`config.mk`:
```
export PLATFORM = sky130hd
export DESIGN_NAME = rct_tracker
export DESIGN_NICKNAME = d
export VERILOG_FILES = /design/src/rtl/rct_pkg.sv /design/src/rtl/rct_entry.sv /design/src/rtl/rct_pick.sv /design/src/rtl/rct_tracker.sv
export SDC_FILE = /design/constraint.sdc
export NUM_CORES = 1
export LEC_CHECK = 0
export BUFFER_PORTS_ARGS = -buffer_cell sky130_fd_sc_hd__buf_2
export CAP_MARGIN = 5
export CORE_ASPECT_RATIO = 0.6
export CORE_MARGIN = 2
export CORE_UTILIZATION = 55
export DETAILED_ROUTE_END_ITERATION = 10
export GPL_TIMING_DRIVEN = 1
export PLACE_DENSITY = 0.79
export SLEW_MARGIN = 20
export SYNTH_ARGS = -nofsm -noshare
export SYNTH_HDL_FRONTEND = slang
export SYNTH_SLANG_ARGS = --single-unit
```
`constraint.sdc`:
```
create_clock -name clk -period 5 [get_ports clk]
set_input_delay 0.75 -clock clk [delete_from_list [all_inputs] [get_ports clk]]
set_output_delay 0.75 -clock clk [all_outputs]
set_load 0.01 [all_outputs]
```
`src/rtl/rct_pkg.sv`:
```
package rct_pkg;
    typedef enum logic {
        CMD_DELETE = 1'b0,
        CMD_RESEND = 1'b1
    } cmd_op_e;
endpackage

```
`src/rtl/rct_entry.sv`:
```
module rct_entry
    import rct_pkg::*;
#(
    parameter int PORT_W = 4,
    parameter int SLOT_W = 8
) (
    input  logic              clk,
    input  logic              rst_n,
    input  logic              alloc,
    input  logic              loc_hit,
    input  logic [PORT_W-1:0] loc_port,
    input  logic [SLOT_W-1:0] loc_slot,
    input  logic              ack_hit,
    input  logic              ack_pos,
    input  logic              release_i,
    output logic              busy,
    output logic              ready,
    output cmd_op_e           op,
    output logic [PORT_W-1:0] port_o,
    output logic [SLOT_W-1:0] slot_o
);
    typedef struct packed {
        logic              valid;
        logic              loc_known;
        logic              ack_seen;
        logic              ack_good;
        logic [PORT_W-1:0] port;
        logic [SLOT_W-1:0] slot;
    } ent_t;

    ent_t st_d, st_q;

    always_comb begin
        st_d = st_q;
        if (release_i) begin
            st_d = '0;
        end else if (alloc) begin
            st_d       = '0;
            st_d.valid = 1'b1;
        end else if (st_q.valid) begin
            if (loc_hit) begin
                st_d.loc_known = 1'b1;
                st_d.port      = loc_port;
                st_d.slot      = loc_slot;
            end
            if (ack_hit) begin
                st_d.ack_seen = 1'b1;
                st_d.ack_good = ack_pos;
            end
        end
    end

    always_ff @(posedge clk) begin
        if (!rst_n) st_q <= '0;
        else        st_q <= st_d;
    end

    assign busy   = st_q.valid;
    assign ready  = st_q.valid && st_q.loc_known && st_q.ack_seen;
    assign op     = st_q.ack_good ? CMD_DELETE : CMD_RESEND;
    assign port_o = st_q.port;
    assign slot_o = st_q.slot;

    AST_WAIT_FOR_LOC: assert property (@(posedge clk) disable iff (!rst_n)
        (st_q.valid && !st_q.loc_known && !loc_hit && !release_i) |=> !ready);
    AST_RELEASE_READY: assert property (@(posedge clk) disable iff (!rst_n)
        release_i |-> ready);
    AST_RELEASE_FREES: assert property (@(posedge clk) disable iff (!rst_n)
        release_i |=> !busy);
endmodule

```
`src/rtl/rct_pick.sv`:
```
module rct_pick #(
    parameter int N = 16,
    localparam int IW = (N > 1) ? $clog2(N) : 1
) (
    input  logic [N-1:0]  req,
    output logic [N-1:0]  grant,
    output logic [IW-1:0] idx,
    output logic          any
);
    logic [N:0] below;

    assign below[0] = 1'b0;
    for (genvar i = 0; i < N; i++) begin : g_pri
        assign grant[i]   = req[i] && !below[i];
        assign below[i+1] = below[i] || req[i];
    end

    assign any = below[N];

    always_comb begin
        idx = '0;
        for (int i = 0; i < N; i++) begin
            if (grant[i]) idx = IW'(i);
        end
    end
endmodule

```
`src/rtl/rct_tracker.sv`:
```
module rct_tracker
    import rct_pkg::*;
#(
    parameter int NUM_TRK = 16,
    parameter int PORT_W  = 4,
    parameter int SLOT_W  = 8,
    localparam int TRK_W  = (NUM_TRK > 1) ? $clog2(NUM_TRK) : 1
) (
    input  logic              clk,
    input  logic              rst_n,
    input  logic              issue_req,
    input  logic [TRK_W-1:0]  issue_idx,
    input  logic              normal_ready,
    input  logic              stash_ready,
    output logic              issue_accept,
    input  logic              loc_valid,
    input  logic [TRK_W-1:0]  loc_idx,
    input  logic [PORT_W-1:0] loc_port,
    input  logic [SLOT_W-1:0] loc_slot,
    input  logic              ack_valid,
    input  logic [TRK_W-1:0]  ack_idx,
    input  logic              ack_pos,
    output logic              cmd_valid,
    output logic              cmd_op,
    output logic [PORT_W-1:0] cmd_port,
    output logic [SLOT_W-1:0] cmd_slot
);
    logic [NUM_TRK-1:0] busy_vec;
    logic [NUM_TRK-1:0] ready_vec;
    logic [NUM_TRK-1:0] grant_vec;
    logic [NUM_TRK-1:0] alloc_vec;
    logic [TRK_W-1:0]   pick_idx;
    logic               pick_any;
    logic               slot_free;
    cmd_op_e            op_arr   [NUM_TRK];
    logic [PORT_W-1:0]  port_arr [NUM_TRK];
    logic [SLOT_W-1:0]  slot_arr [NUM_TRK];

    assign slot_free    = (int'(issue_idx) < NUM_TRK) && !busy_vec[issue_idx];
    assign issue_accept = issue_req && normal_ready && stash_ready && slot_free;

    for (genvar i = 0; i < NUM_TRK; i++) begin : g_ent
        assign alloc_vec[i] = issue_accept && (issue_idx == TRK_W'(i));

        rct_entry #(
            .PORT_W (PORT_W),
            .SLOT_W (SLOT_W)
        ) u_ent (
            .clk       (clk),
            .rst_n     (rst_n),
            .alloc     (alloc_vec[i]),
            .loc_hit   (loc_valid && (loc_idx == TRK_W'(i))),
            .loc_port  (loc_port),
            .loc_slot  (loc_slot),
            .ack_hit   (ack_valid && (ack_idx == TRK_W'(i))),
            .ack_pos   (ack_pos),
            .release_i (grant_vec[i]),
            .busy      (busy_vec[i]),
            .ready     (ready_vec[i]),
            .op        (op_arr[i]),
            .port_o    (port_arr[i]),
            .slot_o    (slot_arr[i])
        );
    end

    rct_pick #(.N(NUM_TRK)) u_pick (
        .req   (ready_vec),
        .grant (grant_vec),
        .idx   (pick_idx),
        .any   (pick_any)
    );

    assign cmd_valid = pick_any;
    assign cmd_op    = op_arr[pick_idx];
    assign cmd_port  = port_arr[pick_idx];
    assign cmd_slot  = slot_arr[pick_idx];

    AST_ACCEPT_PATHS: assert property (@(posedge clk) disable iff (!rst_n)
        issue_accept |-> (normal_ready && stash_ready));
    AST_ACCEPT_OPENS: assert property (@(posedge clk) disable iff (!rst_n)
        issue_accept |=> busy_vec[$past(issue_idx)]);
    AST_ONE_GRANT: assert property (@(posedge clk) disable iff (!rst_n)
        $onehot0(grant_vec));
    AST_CMD_FREES: assert property (@(posedge clk) disable iff (!rst_n)
        cmd_valid |=> !busy_vec[$past(pick_idx)]);
endmodule

```
# Word-level counts from Yosys, hierarchy flattened

Cells that the tools add are included.

Register bits after elaboration: 256
Bits of input ports: 32
Output and inout port bits: 15
Logic and storage cells: 383

Magnitude comparators: 2
Eq/ne operators: 45
Muxes and demuxes: 42
Bitwise logic cells: 2
Reduce and logical (&&, ||, !) cells: 196

Operators with widths:

| cell               | number |
|---|---|
| $logic_and 1x1->1  | 98 |
| $eq 4x4->1 const B | 24 |
| $mux 4             | 16 |
| $reduce_and 2->1   | 32 |
| $eq 4x3->1 const B | 12 |
| $reduce_or 3->1    | 16 |
| $bmux 8 s4         | 1 |
| $reduce_or 2->1    | 16 |
| $eq 4x2->1 const B | 6 |
| $mux 1             | 20 |
| $bmux 4 s4         | 1 |
| $logic_not 1->1    | 16 |
| $mux 8             | 2 |
| $logic_or 1x1->1   | 15 |
| $eq 4x1->1 const B | 3 |
| $logic_not 4->1    | 3 |
| $bmux 1 s4         | 2 |
| $ge 5x5->1 const B | 1 |
| $lt 4x5->1 const B | 1 |
| $not 4->5          | 1 |
| $not 1->1          | 1 |

# Longest topological paths before layout

Gate-level depths: netlist (run 1).

Depth after elaboration: 23
Mapped depth: 12
Depth with buffers taken out: 8

# Hierarchy

Synthesis (run 1) repeated with hierarchy kept, for this count alone.

Cells, all modules: 1591
Area, all modules: 15305.9 sq um

By module, submodules not included:

| module      | times used | cells each | area each (sq um) |
|---|---|---|---|
| rct_entry   | 16         | 84         | 804.5 |
| rct_tracker | 1          | 197        | 2100.8 |
| rct_pick    | 1          | 50         | 332.8 |

# Least setup slack after synthesis (run 1)

No wires, ideal clock.

Path type: reg2out
Start point: register g_ent[4].u_ent.st_q, in the netlist g_ent[4].u_ent.busy
End point: output cmd_slot[5]
Arrival: 2.744 ns
Path slack: 1.506 ns
Stages on the path, launching flop included: 11
Cell sequence: dfxtp_1 and3_4 nor4b_4 nand3_2 nor3_4 a31o_1 buf_2 buf_2 mux2i_1 o22ai_1 or4_1

Word-level cells in the longest chain between the ends: 20
Elaborated cells between the ends (all ways): 52

RTL lines:

| element                                             | RTL line                       | text |
|---|---|---|
| from (decl)                                         | rct_entry.sv:31                | `ent_t st_d, st_q;` |
| from (signal assigned)                              | rct_entry.sv:55                | `else st_q <= st_d;` |
| $logic_and 1x1->1 (*) (2 in series)                 | rct_entry.sv:59                | `assign ready = st_q.valid && st_q.loc_known && st_q.ack_seen;` |
| $logic_or 1x1->1                                    | rct_pick.sv:15                 | `assign below[i+1] = below[i] \|\| req[i];` |
| $logic_not 1->1 or $logic_or 1x1->1 (tied branches) | rct_pick.sv:14, rct_pick.sv:15 |  |
| $logic_and 1x1->1 (tied with other cells)           | rct_pick.sv:14                 | `assign grant[i] = req[i] && !below[i];` |
| $mux 4 (tied with other cells) (9 in series)        | rct_pick.sv:23                 | `if (grant[i]) idx = IW'(i);` |
| $mux 4 or $logic_and 1x1->1 (tied branches)         | rct_pick.sv:23, rct_pick.sv:14 |  |
| $mux 4 (*)                                          | rct_pick.sv:23                 |  |
| $not 4->5 (implied by the code) (*)                 | rct_tracker.sv:76              | `assign cmd_slot = slot_arr[pick_idx];` |
| $bmux 8 s4 (*)                                      | rct_tracker.sv:76              |  |
| $mux 8 (implied by the code) (*) (2 in series)      | rct_tracker.sv:76              |  |
| to (decl)                                           | rct_tracker.sv:26              | `output logic [SLOT_W-1:0] cmd_slot` |

Mark *: on every way between the ends. The rest lies on a longest branch, timed or not. The select of a mux whose other input is x is not followed.

# Worst setup path in the final report (run 1)

Start point: register g_ent[0].u_ent.st_q, in the netlist g_ent[0].u_ent.busy
End point: output cmd_port[3]

Word-level cells in the longest chain between the ends: 23
Elaborated cells between the ends (all ways): 65

RTL lines:

| element                                             | RTL line                       | text |
|---|---|---|
| from (decl)                                         | rct_entry.sv:31                |  |
| from (signal assigned)                              | rct_entry.sv:55                |  |
| $logic_and 1x1->1 (*) (2 in series)                 | rct_entry.sv:59                |  |
| $logic_not 1->1 or $logic_or 1x1->1 (tied branches) | rct_pick.sv:14, rct_pick.sv:15 |  |
| $logic_and 1x1->1 (tied with other cells)           | rct_pick.sv:14                 |  |
| $mux 1 (tied with other cells)                      | rct_pick.sv:23                 |  |
| $mux 4 (tied with other cells) (12 in series)       | rct_pick.sv:23                 |  |
| $mux 4 or $logic_and 1x1->1 (tied branches)         | rct_pick.sv:23, rct_pick.sv:14 |  |
| $mux 4 (*)                                          | rct_pick.sv:23                 |  |
| $not 4->5 (implied by the code) (*)                 | rct_tracker.sv:75              | `assign cmd_port = port_arr[pick_idx];` |
| $bmux 4 s4 (*)                                      | rct_tracker.sv:75              |  |
| $mux 4 (implied by the code) (*) (2 in series)      | rct_tracker.sv:75              |  |
| to (decl)                                           | rct_tracker.sv:25              | `output logic [PORT_W-1:0] cmd_port,` |

Marks and branches as above.

==> flow_summary.yaml, run 1 <==
sta:
  period_share_pct: 95.12
  grt_setup_unrepaired: "false"
  timing.fmax_mhz: 210.3
  final_hold_viol_count: 0
  fin_tns_setup_ns: 0
  tightest_slew_ns: 1.124
  layout_min_cycle_time_ns: 4.756
  slew-limit-headroom_pct: 24.92
  drv_slew: 0
  skew_ns: 0.008574
  finalSetupViolCount: 0
die:
  coreArea_sq_um: 20020
  die_h_um: 114.8
  dieArea_sq_um: 21640
  initial_core_util_pct: 56.16
  ios: 47
  fp.dieW_um: 188.6
  num_rows: 40
routing:
  wl_per_cell_um: 21.19
  vias: 10410
  vias_per_cell: 6.227
  drt_iter0_markers: 1395
  ant_nets: 0
  drt-pass1-iter-count: 6
  drc: 0
  drt-total-wl_mm: 35.41
flow_run:
  drv_cap: 0
layout:
  drive_above_1_share_pct: 8.309
  syn2layout_area_growth_pct: 8.892
  num-fill-cells: 1746
  nets: 1416
  design_area_sq_um: 12240
  fin_util_pct: 61.16
clocking:
  ctsHoldBuffers: 0
  cts_buffers: 24
  numClockSinks: 256
  clkTransAtPathRegs_ns: 0.06
  root_buffer: "clkbuf_16"
  clk_path_buf_depth: 3
  cts_resized: 0
  cts_tree: "done"
  cts_htree_levels: 1
  clock_latency_ns: 0.52
  postCtsSetupBuffers: 0
logic_synthesis:
  ys_seq_area_share_pct: 45.58
  synth-edff-count: 0
  synth_nets: 1449
  async_flop_share_pct: 0
  avgSynthCellArea_sq_um: 7.935
  ys_ff_latch: 256
  yosysWarnings: 0
  synthFlopType: "dfxtp_1"
  synth_area_sq_um: 11240
  synth_cells: 1417
  ys_types: 51
power_and_ir_drop:
  p_leak_uw: 0.004763
  p_total_uw: 4049
  power.density_nw_per_um2: 330.8
  peakVddDrop_uv: 294.0
global_route:
  grt_pass1_wl_mm: 54.31
  grt_pass1_vias: 9542
  gr-total-overflow: 0
  grt.total_usage_pct: 32.20
  grt_start_max_net_pins: 75
  antenna_found_initial: 3
setup_path:
  crit_required_ns: 4.25
  cp_data_arrival_time_ns: 4.01
  crit_type: "flip-flop to output port"
  cp_max_fo: 25
  startpoint_type: "flip-flop"
  end_kind: "output port"
placement:
  portBuffers: 46
  placed_cell_area_sq_um: 11450
  gp_congestion: 1.021
  dpl.hpwl_mm: 23.96
hold_path:
  hold_path_class: "flip-flop to flip-flop"
outcome:
  status: "finished clean"
==> cell usage after synthesis, types with 2 or more instances <==
library cell	count	area, sq um
a21boi_1	2	15.01
a21o_1	4	30.03
a21oi_1	193	965.9
a221oi_1	13	113.9
a221oi_2	11	165.2
a22oi_1	4	30.03
a31oi_1	2	12.51
and2_1	3	18.77
and3_1	34	212.7
buf_1	12	45.04
buf_2	14	70.07
buf_6	3	33.78
clkbuf_1	82	307.8
dfxtp_1	256	5125
inv_1	8	30.03
mux2i_1	105	1051
mux4_2	4	90.09
nand2_1	379	1423
nand2b_1	5	31.28
nand3_1	44	220.2
nand3b_1	3	22.52
nand4_1	3	18.77
nor2_1	129	484.2
nor2b_1	9	56.30
nor3_1	3	15.01
nor3b_1	2	15.01
o21ai_0	9	45.04
o22ai_1	38	237.7
o31ai_1	3	22.52
or2_1	5	31.28
or2_2	3	18.77
or3_1	3	18.77
or4_1	11	82.58
==> state kept, by name, summed over array words and instances, names as in the netlist <==
name,cells
g_ent.u_ent.port_o,64
g_ent.u_ent.busy,16
g_ent.u_ent.slot_o,128
g_ent.u_ent.st_q,48
==> worst paths after layout <==
check / start / endpoint / slack [ns] / cells past startpoint
hold / removal: g_ent[12].u_ent.st_q[13] / g_ent[12].u_ent.st_q[13] / 0.45 / 2
setup reg to reg: g_ent[15].u_ent.busy / g_ent[1].u_ent.st_q[13] / 1.91 / 8
hold reg to reg: g_ent[12].u_ent.st_q[13] / g_ent[12].u_ent.st_q[13] / 0.45 / 2
setup / recovery: g_ent[0].u_ent.busy / cmd_port[3] / 0.24 / 10
==> cells by family after synthesis <==
kind of cell    synth area share (%)
compound gates                 15.28
flops                          45.58
mux                            10.15
simple gates                   24.66
buf+inv                        4.329
==> final cells by class <==
| type | count | area [sq um] | share of cell area [%] |
|---|---|---|---|
| antenna | 2 | 5.005 | 0.04088 |
| clock buffer | 32 | 701.9 | 5.733 |
| clock inverter | 6 | 86.33 | 0.7052 |
| inverter | 8 | 30.03 | 0.2453 |
| multi-input combinational | 1042 | 5653 | 46.17 |
| sequential | 256 | 5125 | 41.86 |
| tap | 273 | 341.6 | 2.790 |
| timing repair buffer | 52 | 300.3 | 2.453 |
==> routing by layer <==
| layer | vias up | share of wire [%] | track usage (%) |
|---|---|---|---|
| li1 | 4759 | - | - |
| met1 | 4885 | 42 | 45.22 |
| met2 | 684 | 41 | 46.62 |
| met3 | 77 | 14 | 11.17 |
| met4 | 0 | 2.8 | 10.10 |
| met5 | - | 0 | 0 |
==> critical path, cell delays in order (launching register included) <==
cell and delay [ns]:
dfxtp_1 0.36, nand3_1 0.16, and3_1 0.32, nand3_1 0.21
o311ai_1 0.64, a31o_1 0.38, buf_12 0.25, mux2i_1 0.22
o22ai_1 0.16, or4_1 0.59, buf_2 0.17
==> per-stage QoR <==
stage / setup WS [ns] / hold WS, ns / cells
3_3_place_gp: 0.9916 / 0.4347 / 1631
4_1_cts: 0.3120 / 0.4470 / 1669
6_report: 0.2441 / 0.4468 / 1671
3_5_place_dp: 0.8536 / 0.4372 / 1631
5_1_grt: 0.1028 / 0.4694 / 1671
2_1_floorplan: 1.506 / 0.4257 / 1417
==> placed cells by master (no fill, tap or decap), types with 3 or more instances in the layout <==
master	n
dfxtp_1	256
a21o_1	4
a221oi_2	11
o22ai_1	38
and2_1	3
nor2b_1	9
nand3_1	44
a221oi_1	13
o21ai_0	9
or2_1	5
or2_2	3
buf_2	46
or3_1	3
inv_1	8
mux4_2	4
nor3_1	3
nand2_1	379
nand4_1	3
a22oi_1	4
buf_4	4
nand3b_1	3
and3_1	34
nor2_1	128
or4_1	11
clkbuf_8	5
clkbuf_16	25
a21oi_1	192
o31ai_1	3
nand2b_1	5
mux2i_1	105
==> where the power goes <==
part / switching [uW] / leakage (uW) / internal, uW / total, uW
registers: 1.71 / 0.00206 / 2040 / 2040
logic: 114 / 0.00232 / 25.5 / 139
clock network: 788 / 0.000387 / 1080 / 1870
Power figures use the tool's default switching activity.
==> run 2, diff against run 1 <==
Settings changed: CORE_MARGIN 2 to 8, SYNTH_HIERARCHICAL set to 1.
==> run 2 against run 1 <==
Die area is 55% higher. Utilization is 7.7 points lower. Largest cell class unchanged. Final area is 20% higher. Largest power group unchanged. Flip-flop and latch count stayed put. Hold slack better by 0.021 ns. Register-to-register slack hardly changed. Sequential share of layout area is 7.0 points lower. Clock power hardly changed.
==> flow_summary.yaml, run 2 <==
die:
  num_rows: 47
  coreArea_sq_um: 27460
  initial_core_util_pct: 55.73
  fp.dieW_um: 231.4
  dieArea_sq_um: 33600
  die_h_um: 145.2
  ios: 47
routing:
  wl_per_cell_um: 24.42
  drt-total-wl_mm: 42.63
  drc: 0
  drt_iter0_markers: 1551
  ant_nets: 0
  drt-pass1-iter-count: 6
  vias_per_cell: 6.596
  vias: 11520
setup_path:
  cp_slowest_cell: "or4_1"
  cp_data_arrival_time_ns: 3.87
  startpoint_type: "flip-flop"
  reg2reg_slack_ns: 1.91
  crit_buf_inv: 2
  crit_required_ns: 4.25
  slowest_delay_ns: 0.65
  reg2reg_depth: 7
  reg2reg_from: "g_ent[3].u_ent/busy"
  crit_chain: "and3_1 > or4_1 > nor3_2 > o211ai_1 > o211ai_1 > buf_4 > mux4_2 > a22oi_1 > nand2_1 > buf_2"
  crit_top_cell: "o211ai_1"
  crit_type: "flip-flop to output port"
  critical-path-top-delay-family: "simple AND/OR/NAND/NOR gates"
  crit_start: "g_ent[2].u_ent/busy"
  cp_max_fo: 24
  end_kind: "output port"
  r2r-end: "g_ent[9].u_ent/st_q[14]"
logic_synthesis:
  synthFlopType: "dfxtp_1"
  synth_area_sq_um: 15310
  synth_cells: 1591
  yosysTopAreaCell: "dfxtp_1"
  async_flop_share_pct: 0
  synthTopCellsByCount: "dfxtp_1 (256), nand3_1 (211), a21bo_2 (208)"
  ys_ff_latch: 256
  ys_seq_area_share_pct: 33.48
  synth_nets: 1623
  avgSynthCellArea_sq_um: 9.620
  yosysWarnings: 6
  synth.most_common_cell: "dfxtp_1"
  synth-edff-count: 0
  synth_top_area_share_pct: 33.48
  ys_types: 46
  synth_top_cells_by_area: "dfxtp_1 (33%), a21bo_2 (14%), buf_4 (9.5%)"
placement:
  dpl.hpwl_mm: 28.20
  portBuffers: 46
  gp_congestion: 0.9668
power_and_ir_drop:
  p_seq_share_pct: 49.4
  peakVddDrop_uv: 160.4
  p_sw_uw: 969.0
  switching_share_pct: 23.45
  internal-power_uw: 3163
  comb_power_share_pct: 4.7
  power.density_nw_per_um2: 281.5
  p_leak_uw: 0.004983
  p_clk_share_pct: 45.9
sta:
  drv_slew: 0
  grt_setup_unrepaired: "false"
  layout_min_cycle_time_ns: 4.622
  fin_tns_setup_ns: 0
  skew_ns: 0.008747
  slew-limit-headroom_pct: 28.27
  period_share_pct: 92.44
  tightest_slew_ns: 1.076
  timing.fmax_mhz: 216.3
  finalSetupViolCount: 0
  final_hold_viol_count: 0
layout:
  syn2layout_area_growth_pct: -4.071
  fin_util_pct: 53.46
  largest_register_ff_count: 128
  nets: 1395
  layout_commonest_cell: "dfxtp_1"
  drive_above_1_share_pct: 38.63
  final_cell_mix: "dfxtp_1 (256), nand3_1 (211), a21bo_2 (208)"
clocking:
  cts_resized: 0
  root_buffer: "clkbuf_16"
  postCtsSetupBuffers: 0
  numClockSinks: 256
  ctsHoldBuffers: 0
  cts_tree: "done"
  clkTransAtPathRegs_ns: 0.06
  clock_latency_ns: 0.53
  cts_buffers: 25
  cts_htree_levels: 1
  clk_path_buf_depth: 3
global_route:
  antenna_found_initial: 2
  grt_start_max_net_pins: 33
  grt.busiest_layer: "met1"
  met2_usage_pct: 32.78
  use_met1_pct: 35.82
  grt_pass1_wl_mm: 64.60
  gr-total-overflow: 0
  grt.met3_usage_pct: 8.898
  grt.total_usage_pct: 24.12
  grt_pass1_vias: 10380
hold_path:
  min_path_cells: 2
  hold_path_class: "flip-flop to flip-flop"
  hold_start: "g_ent[12].u_ent/st_q[13]"
  min_to: "g_ent[12].u_ent/st_q[13]"
outcome:
  status: "finished clean"
flow_run:
  drv_cap: 0
run 2: cell types whose count changed after synthesis, moves of 104 or more:
| cell | delta |
|---|---|
| a21bo_2 | +208 |
| buf_4 | +193 |
| nand2_1 | -360 |
| mux2i_1 | -104 |
| nand3_1 | +167 |
| a21oi_2 | +128 |
run 2: how the worst max path moves through the flow:
| stage | endpoint | slack, ns | cells past startpoint |
|---|---|---|---|
| after CTS | cmd_port[3] | 0.41 | 10 |
| after global routing | cmd_port[1] | 0.15 | 11 |
| final | cmd_slot[2] | 0.38 | 10 |
| after global placement | cmd_slot[7] | 1.01 | 11 |
| after floorplan | cmd_port[0] | 1.14 | 11 |
| after detailed placement | cmd_op | 0.98 | 11 |
run 2: stage by stage:
stage                     power (uW)  worst slack (ns)  std cells  instance area, sq um  hold slack [ns]
after detailed placement        2271            0.9800       1703                 13880           0.4550
after CTS                       4136            0.4122       1744                 14680           0.4703
after global routing            4227            0.1522       1746                 14680           0.4971
final                           4133            0.3778       1746                 14680           0.4679
after global placement          2267             1.007       1703                 13880           0.4394
after floorplan                 2221             1.142       1591                 15310           0.4286
run 2: cells by family after synthesis:
family / count (synthesis) / synth area share [%]
DFF: 256 / 33.48
muxes: 58 / 8.404
and+or+nand+nor: 427 / 14.91
AOI/OAI and AO/OA: 488 / 26.73
buffers and inverters: 362 / 16.47
run 2: area by class of cell:
class,instances,area (sq um)
well taps,367,459.2
fillers,2386,12780
flip-flops and latches,256,5125
multi-input cells,973,7689
inverters,21,78.83
clock buffers,36,716.9
clock inverters,5,78.83
repair buffers,86,530.5
diodes,2,5.005
run 2: metal layers:
layer	routed length, um	vias up
met2	17450	768
met1	18540	5662
met4	667	0
li1	-	5029
met3	5967	58
met5	0	-
run 2: worst reg2reg max path, cell delays in order, from the launching register on:
cell and delay (ns):
dfxtp_1 0.33, buf_4 0.25, mux4_1 0.59, mux2i_4 0.27, o311ai_4 0.25, nor3_1 0.38, or3b_1 0.78, nor2_1 0.10
run 2: power by group through the flow:
stage / Clock [uW] / Sequential, uW / Combinational [uW]
global placement: 0 / 2090 / 181
detailed placement: 0 / 2090 / 185
global route: 1990 / 2040 / 199
finish: 1900 / 2040 / 194
floorplan: 0 / 2090 / 134
CTS: 1910 / 2040 / 185
